===== src/rtl/lkt_pkg.sv =====
package lkt_pkg;

  // Local manager: either waiting for the root token or holding it for a core.
  typedef enum logic {
    LM_IDLE = 1'b0,
    LM_HOLD = 1'b1
  } lm_state_e;

endpackage


===== src/rtl/lkt_rr_pick.sv =====
// First set bit at or after 'start_i', wrapping around. N must be a power of two.
module lkt_rr_pick #(
  parameter int unsigned N = 8
) (
  input  logic [N-1:0]         cand_i,
  input  logic [$clog2(N)-1:0] start_i,
  output logic                 found_o,
  output logic [$clog2(N)-1:0] idx_o
);
  localparam int unsigned IW = $clog2(N);

  logic [IW-1:0] probe;

  always_comb begin
    found_o = 1'b0;
    idx_o   = start_i;
    probe   = start_i;
    for (int k = 0; k < N; k++) begin
      probe = start_i + IW'(k);
      if (!found_o && cand_i[probe]) begin
        found_o = 1'b1;
        idx_o   = probe;
      end
    end
  end

endmodule


===== src/rtl/lkt_local_mgr.sv =====
module lkt_local_mgr
  import lkt_pkg::*;
#(
  parameter int unsigned SIZE = 8
) (
  input  logic            clk,
  input  logic            rst_n,
  input  logic [SIZE-1:0] want_i,
  input  logic [SIZE-1:0] drop_i,
  input  logic            tok_i,
  output logic [SIZE-1:0] grant_o,
  output logic            done_o
);
  localparam int unsigned IW = $clog2(SIZE);

  lm_state_e       state_q, state_d;
  logic [IW-1:0]   ptr_q, ptr_d;
  logic [IW-1:0]   base_q, base_d;
  logic [IW-1:0]   hold_q, hold_d;
  logic [SIZE-1:0] grant_q, grant_d;
  logic            done_q, done_d;

  logic            start_ev, drop_ev, upd_en;
  logic [IW-1:0]   hold_off, scan_start, pick_idx;
  logic [SIZE-1:0] elig;
  logic            pick_found;

  assign start_ev   = tok_i && (state_q == LM_IDLE);
  assign drop_ev    = (state_q == LM_HOLD) && drop_i[hold_q];
  assign upd_en     = start_ev || drop_ev;
  assign hold_off   = hold_q - base_q;
  assign scan_start = start_ev ? ptr_q : base_q;

  // On a new lap every requester is eligible; on a handoff only those
  // whose lap offset lies beyond the current holder.
  always_comb begin
    for (int i = 0; i < SIZE; i++) begin
      elig[i] = want_i[i] && (start_ev || ((IW'(i) - base_q) > hold_off));
    end
  end

  lkt_rr_pick #(.N(SIZE)) u_pick (
    .cand_i  (elig),
    .start_i (scan_start),
    .found_o (pick_found),
    .idx_o   (pick_idx)
  );

  always_comb begin
    state_d = state_q;
    ptr_d   = ptr_q;
    base_d  = base_q;
    hold_d  = hold_q;
    grant_d = '0;
    done_d  = 1'b0;
    if (start_ev) begin
      base_d = ptr_q;
      if (pick_found) begin
        state_d          = LM_HOLD;
        hold_d           = pick_idx;
        grant_d[pick_idx] = 1'b1;
      end else begin
        done_d = 1'b1;
      end
    end else if (drop_ev) begin
      if (pick_found) begin
        hold_d            = pick_idx;
        grant_d[pick_idx] = 1'b1;
      end else begin
        state_d = LM_IDLE;
        ptr_d   = hold_q + IW'(1);
        done_d  = 1'b1;
      end
    end
  end

  always_ff @(posedge clk or negedge rst_n) begin
    if (!rst_n) begin
      state_q <= LM_IDLE;
      ptr_q   <= '0;
      base_q  <= '0;
      hold_q  <= '0;
    end else if (upd_en) begin
      state_q <= state_d;
      ptr_q   <= ptr_d;
      base_q  <= base_d;
      hold_q  <= hold_d;
    end
  end

  always_ff @(posedge clk or negedge rst_n) begin
    if (!rst_n) begin
      grant_q <= '0;
      done_q  <= 1'b0;
    end else begin
      grant_q <= grant_d;
      done_q  <= done_d;
    end
  end

  assign grant_o = grant_q;
  assign done_o  = done_q;

endmodule


===== src/rtl/lkt_root_mgr.sv =====
module lkt_root_mgr #(
  parameter int unsigned GROUPS = 4
) (
  input  logic              clk,
  input  logic              rst_n,
  input  logic [GROUPS-1:0] grp_want_i,
  input  logic [GROUPS-1:0] grp_done_i,
  output logic [GROUPS-1:0] grp_tok_o
);
  localparam int unsigned GW = $clog2(GROUPS);

  logic              busy_q, busy_d;
  logic [GW-1:0]     own_q, own_d;
  logic [GW-1:0]     ptr_q, ptr_d;
  logic [GROUPS-1:0] tok_q, tok_d;
  logic              free, pick_found;
  logic [GW-1:0]     pick_idx;

  // Done pulses from groups other than the owner are ignored.
  assign free = !busy_q || grp_done_i[own_q];

  lkt_rr_pick #(.N(GROUPS)) u_pick (
    .cand_i  (grp_want_i),
    .start_i (ptr_q),
    .found_o (pick_found),
    .idx_o   (pick_idx)
  );

  always_comb begin
    busy_d = busy_q;
    own_d  = own_q;
    ptr_d  = ptr_q;
    tok_d  = '0;
    if (free) begin
      busy_d = pick_found;
      if (pick_found) begin
        own_d           = pick_idx;
        ptr_d           = pick_idx + GW'(1);
        tok_d[pick_idx] = 1'b1;
      end
    end
  end

  always_ff @(posedge clk or negedge rst_n) begin
    if (!rst_n) begin
      busy_q <= 1'b0;
      own_q  <= '0;
      ptr_q  <= '0;
    end else if (free) begin
      busy_q <= busy_d;
      own_q  <= own_d;
      ptr_q  <= ptr_d;
    end
  end

  always_ff @(posedge clk or negedge rst_n) begin
    if (!rst_n) tok_q <= '0;
    else        tok_q <= tok_d;
  end

  assign grp_tok_o = tok_q;

endmodule


===== src/rtl/tok_lock_tree.sv =====
module tok_lock_tree #(
  parameter int unsigned NUM_GROUPS = 4,
  parameter int unsigned GROUP_SIZE = 8
) (
  input  logic                             clk,
  input  logic                             rst_n,
  input  logic [NUM_GROUPS*GROUP_SIZE-1:0] want_i,
  input  logic [NUM_GROUPS*GROUP_SIZE-1:0] drop_i,
  output logic [NUM_GROUPS*GROUP_SIZE-1:0] grant_o
);
  logic [NUM_GROUPS-1:0] grp_want;
  logic [NUM_GROUPS-1:0] grp_tok;
  logic [NUM_GROUPS-1:0] grp_done;

  for (genvar g = 0; g < NUM_GROUPS; g++) begin : g_group
    assign grp_want[g] = |want_i[g*GROUP_SIZE +: GROUP_SIZE];

    lkt_local_mgr #(.SIZE(GROUP_SIZE)) u_local (
      .clk     (clk),
      .rst_n   (rst_n),
      .want_i  (want_i[g*GROUP_SIZE +: GROUP_SIZE]),
      .drop_i  (drop_i[g*GROUP_SIZE +: GROUP_SIZE]),
      .tok_i   (grp_tok[g]),
      .grant_o (grant_o[g*GROUP_SIZE +: GROUP_SIZE]),
      .done_o  (grp_done[g])
    );
  end

  lkt_root_mgr #(.GROUPS(NUM_GROUPS)) u_root (
    .clk        (clk),
    .rst_n      (rst_n),
    .grp_want_i (grp_want),
    .grp_done_i (grp_done),
    .grp_tok_o  (grp_tok)
  );

endmodule


===== config.mk =====
export PLATFORM = sky130hd
export DESIGN_NAME = tok_lock_tree
export DESIGN_NICKNAME = d
export VERILOG_FILES = /design/src/rtl/lkt_pkg.sv /design/src/rtl/lkt_rr_pick.sv /design/src/rtl/lkt_local_mgr.sv /design/src/rtl/lkt_root_mgr.sv /design/src/rtl/tok_lock_tree.sv
export SDC_FILE = /design/constraint.sdc
export NUM_CORES = 1
export LEC_CHECK = 0
export BUFFER_PORTS_ARGS = -buffer_cell sky130_fd_sc_hd__buf_4
export CORE_ASPECT_RATIO = 0.75
export CORE_MARGIN = 8
export CORE_UTILIZATION = 60
export DETAILED_ROUTE_END_ITERATION = 10
export HOLD_SLACK_MARGIN = 0.02
export PLACE_DENSITY = 0.81
export SYNTH_ARGS = -nofsm -noshare
export SYNTH_HDL_FRONTEND = slang
export SYNTH_SLANG_ARGS = --single-unit

===== constraint.sdc =====
create_clock -name clk -period 7.1 [get_ports clk]
set_input_delay 0.355 -clock clk [delete_from_list [all_inputs] [get_ports clk]]
set_output_delay 0.355 -clock clk [all_outputs]
set_load 0.01 [all_outputs]

==> run_results.csv <==
group,metric,value,unit
synthesis,synthMostInstantiatedCell,"dfrtp_1",
placement,dp_cells,1426,
drt,drc_errors,0,
global_routing,grt_first_pass_wirelength,45100,µm
clocking,cts_num_sinks,85,
sta,rsz0062_at_grt,"no",
global_routing,antenna_found_initial,0,
critical_path,crit_fanout,9,
placement,hpwlAfterDp,21100,µm
layout,fin_nets,1366,
global_routing,grt_pass1_vias,9125,
die,die_h,128,µm
global_routing,track_usage,0.254,
critical_path,worstRegToRegCells,19,
synthesis,synthArstFlopShare,1.00,
synthesis,syn_inst,1156,
sta,worstMarginPinSlew,1.09,ns
critical_path,r2r-start,"g_group[0].u_local.hold_q[0]$_DFFE_PN0P_",
pwr,powerDensity,538,nW/µm²
sta,hold_viol,0,
critical_path,worstSetupEndpointType,"register",
synthesis,synth_ff_type,"dfrtp_1",
die,start_util,0.618,
layout,final_cell_count_no_fill,1442,
drt,postRouteWirelength,27000,µm
synthesis,synth_top_area_frac,0.213,
clocking,cts_inserted_buffers,9,
placement,place_congestion,0.970,
critical_path,start_kind,"register",
sta,finalCriticalPeriod,5.55,ns
synthesis,syn_area,9970,µm²
critical_path,critPathArrivalTime,5.77,ns
die,core-area,16100,µm²
critical_path,reg2reg_to,"g_group[0].u_local.ptr_q[1]$_DFFE_PN0P_",
synthesis,synth_area_leader_cell,"dfrtp_1",
sta,fin_crit_sh,0.782,
synthesis,ys_seq_elements,85,
synthesis,synthTopCellsByArea,"dfrtp_1 (21%), ha_1 (8.5%), mux2i_1 (3.6%)",
drt,wl_per_cell,18.7,µm
sta,relSlewSlack,0.272,
sta,skew,0.00586,ns
flow_run,drv_cap,0,
layout,drive_above_1_share,0.170,
critical_path,r2r_slack,1.55,ns
critical_path,worstPathRequired,7.31,ns
die,dieArea,21000,µm²
global_routing,grt_max_degree,84,
critical_path,crit_start,"g_group[0].u_local.hold_q[0]$_DFFE_PN0P_",
drt,vias,9810,
synthesis,syn_avg_cell_area,8.62,µm²
synthesis,ys_types,107,
drt,viasPerCell,6.80,
sta,fmax,180,MHz
die,num_io_pins,98,
placement,dp_slack,1.58,ns
sta,tns,0,ns
synthesis,synth_commonest_cells,"dfrtp_1 (85), nor2_1 (78), ha_1 (68), inv_1 (68), nand2_1 (66)",
synthesis,synth_fp_nets,1294,
synthesis,synth_edf_count,0,
sta,finalMaxSlewViolations,0,
layout,antenna_cells,0,
clocking,cts.clk_slew.worst_paths,0.06,ns
sta,timing.final.ws_setup,1.55,ns
clocking,cts_buffer_depth,2,
hold_path,hp-class,"input port to asynchronous set/reset pin",
global_routing,overflow,0,
clocking,clk_latency,0.33,ns
clocking,hold_buffers,1,
die,die_w,165,µm
pwr,vdd_drop_max,0.423,mV
drt,postRouteAntennaNets,0,
synthesis,ys.warnings.count,0,
drt,first_pass_iters,6,
die,rows,40,
clocking,h-tree-depth,3,
drt,drt_iter0_markers,879,
sta,finalSetupViolCount,0,
clocking,clk_root_buffer_cell,"clkbuf_16",
clocking,cts_tree,"yes",
pwr,p_leak,4.82,nW
placement,port_buffers,97,
status,status,"complete, no violations",
critical_path,endpoint,"g_group[0].u_local.ptr_q[1]$_DFFE_PN0P_",
synthesis,seq_area_frac_synth,0.213,
critical_path,critPathKind,"register to register",
clocking,cts_resized,0,
clocking,post_cts_buffers,0,
layout,syn2layout_area_growth,11.3,%
## layer usage
| layer | vias to the layer above | share of wire | GRT usage |
|---|---|---|---|
| li1 | 4620 | - | - |
| met2 | 465 | 0.44 | 0.378 |
| met3 | 37 | 0.091 | 0.0504 |
| met4 | 0 | 0.012 | 0.0608 |
| met1 | 4688 | 0.46 | 0.369 |
| met5 | - | 0 | 0 |
## cells by family after synthesis
group                    count (synthesis)  synth area share
AO/OA/AOI/OAI                          394             0.304
adder cells (fa/ha/maj)                 72            0.0934
flip-flops                              85             0.213
buffers and inverters                  124            0.0500
AND/OR/NAND/NOR                        362             0.195
multiplexers                            73            0.0965
XOR/XNOR                                46            0.0472
## registers in the layout, summed over array words and instances (netlist names)
| register | cells |
|---|---|
| g_group.u_local.grant_o | 32 |
| g_group.u_local.base_q | 12 |
| g_group.u_local.hold_q | 12 |
| g_group.u_local.ptr_q | 12 |
| g_group.u_local.done_o | 4 |
| g_group.u_local.state_q | 4 |
| u_root.grp_tok_o | 4 |
| u_root.own_q | 2 |
| u_root.ptr_q | 2 |
| u_root.busy_q | 1 |
## how the worst min path moves through the flow
| stage | startpoint | depth (start not counted) | end |
|---|---|---|---|
| 2_1_floorplan | rst_n | 0 | g_group[0].u_local.base_q[0]$_DFFE_PN0N_ |
| 3_3_place_gp | rst_n | 1 | g_group[2].u_local.grant_o[1]$_DFF_PN0_ |
| 3_5_place_dp | rst_n | 1 | g_group[2].u_local.grant_o[1]$_DFF_PN0_ |
| 4_1_cts | rst_n | 2 | g_group[2].u_local.grant_o[1]$_DFF_PN0_ |
| 6_report | rst_n | 2 | g_group[2].u_local.grant_o[1]$_DFF_PN0_ |
| 5_1_grt | rst_n | 2 | g_group[2].u_local.grant_o[1]$_DFF_PN0_ |
## cell type report
| class | instances | area (µm²) |
|---|---|---|
| sequential | 85 | 2130 |
| clock inverter | 2 | 10.0 |
| fill | 1360 | 5030 |
| clock buffer | 13 | 250 |
| multi-input combinational | 947 | 7340 |
| tap | 210 | 263 |
| timing repair buffer | 107 | 806 |
| inverter | 78 | 293 |
## cells in the final DEF (no fill, tap or decap), types with 18 or more instances in the layout
cell type and instances:
inv_1 68, nor2b_1 24, a21o_1 18, a221oi_1 27, o21ai_0 48, a211oi_1 31, xnor2_1 29, mux2i_1 36
nand2_1 66, nand3_1 25, mux2_2 18, nand2b_1 26, ha_1 68, a21oi_1 56, buf_4 106, and2_1 22
nor3_1 34, nor2_1 78, dfrtp_1 85
## per-stage QoR
step                       util  hold slack, ns  cell area (µm²)  total power [mW]
after floorplan               -          0.0594             9970              4.47
after global placement    0.671           0.142            10800              5.32
after detailed placement  0.671           0.143            10800              5.43
after CTS                 0.688           0.328            11100              5.88
after global routing      0.688           0.345            11100              6.49
final                     0.688           0.343            11100              5.97
## worst max-delay path, stage by stage, from the launching register on
cell and delay (ns):
dfrtp_1 0.47, inv_1 0.13, ha_1 0.20, inv_1 0.06, fa_1 0.45, xnor2_2 0.46
xnor2_1 0.27, ha_1 0.33, o41ai_1 0.55, a211oi_1 0.12, a211oi_2 0.52, o21ai_1 0.26
o221ai_2 0.31, nand3_2 0.22, nor2_1 0.29, nand3_1 0.18, inv_1 0.09, ha_1 0.13
nand2_1 0.10, mux2_2 0.29
## power breakdown
| part | switching, mW | total [mW] | internal [mW] | leakage, nW |
|---|---|---|---|---|
| logic | 2.85 | 4.79 | 1.94 | 3.55 |
| registers | 0.162 | 0.765 | 0.604 | 1.14 |
| clock network | 0.173 | 0.417 | 0.244 | 0.129 |
(Power assumes the default switching activity.)
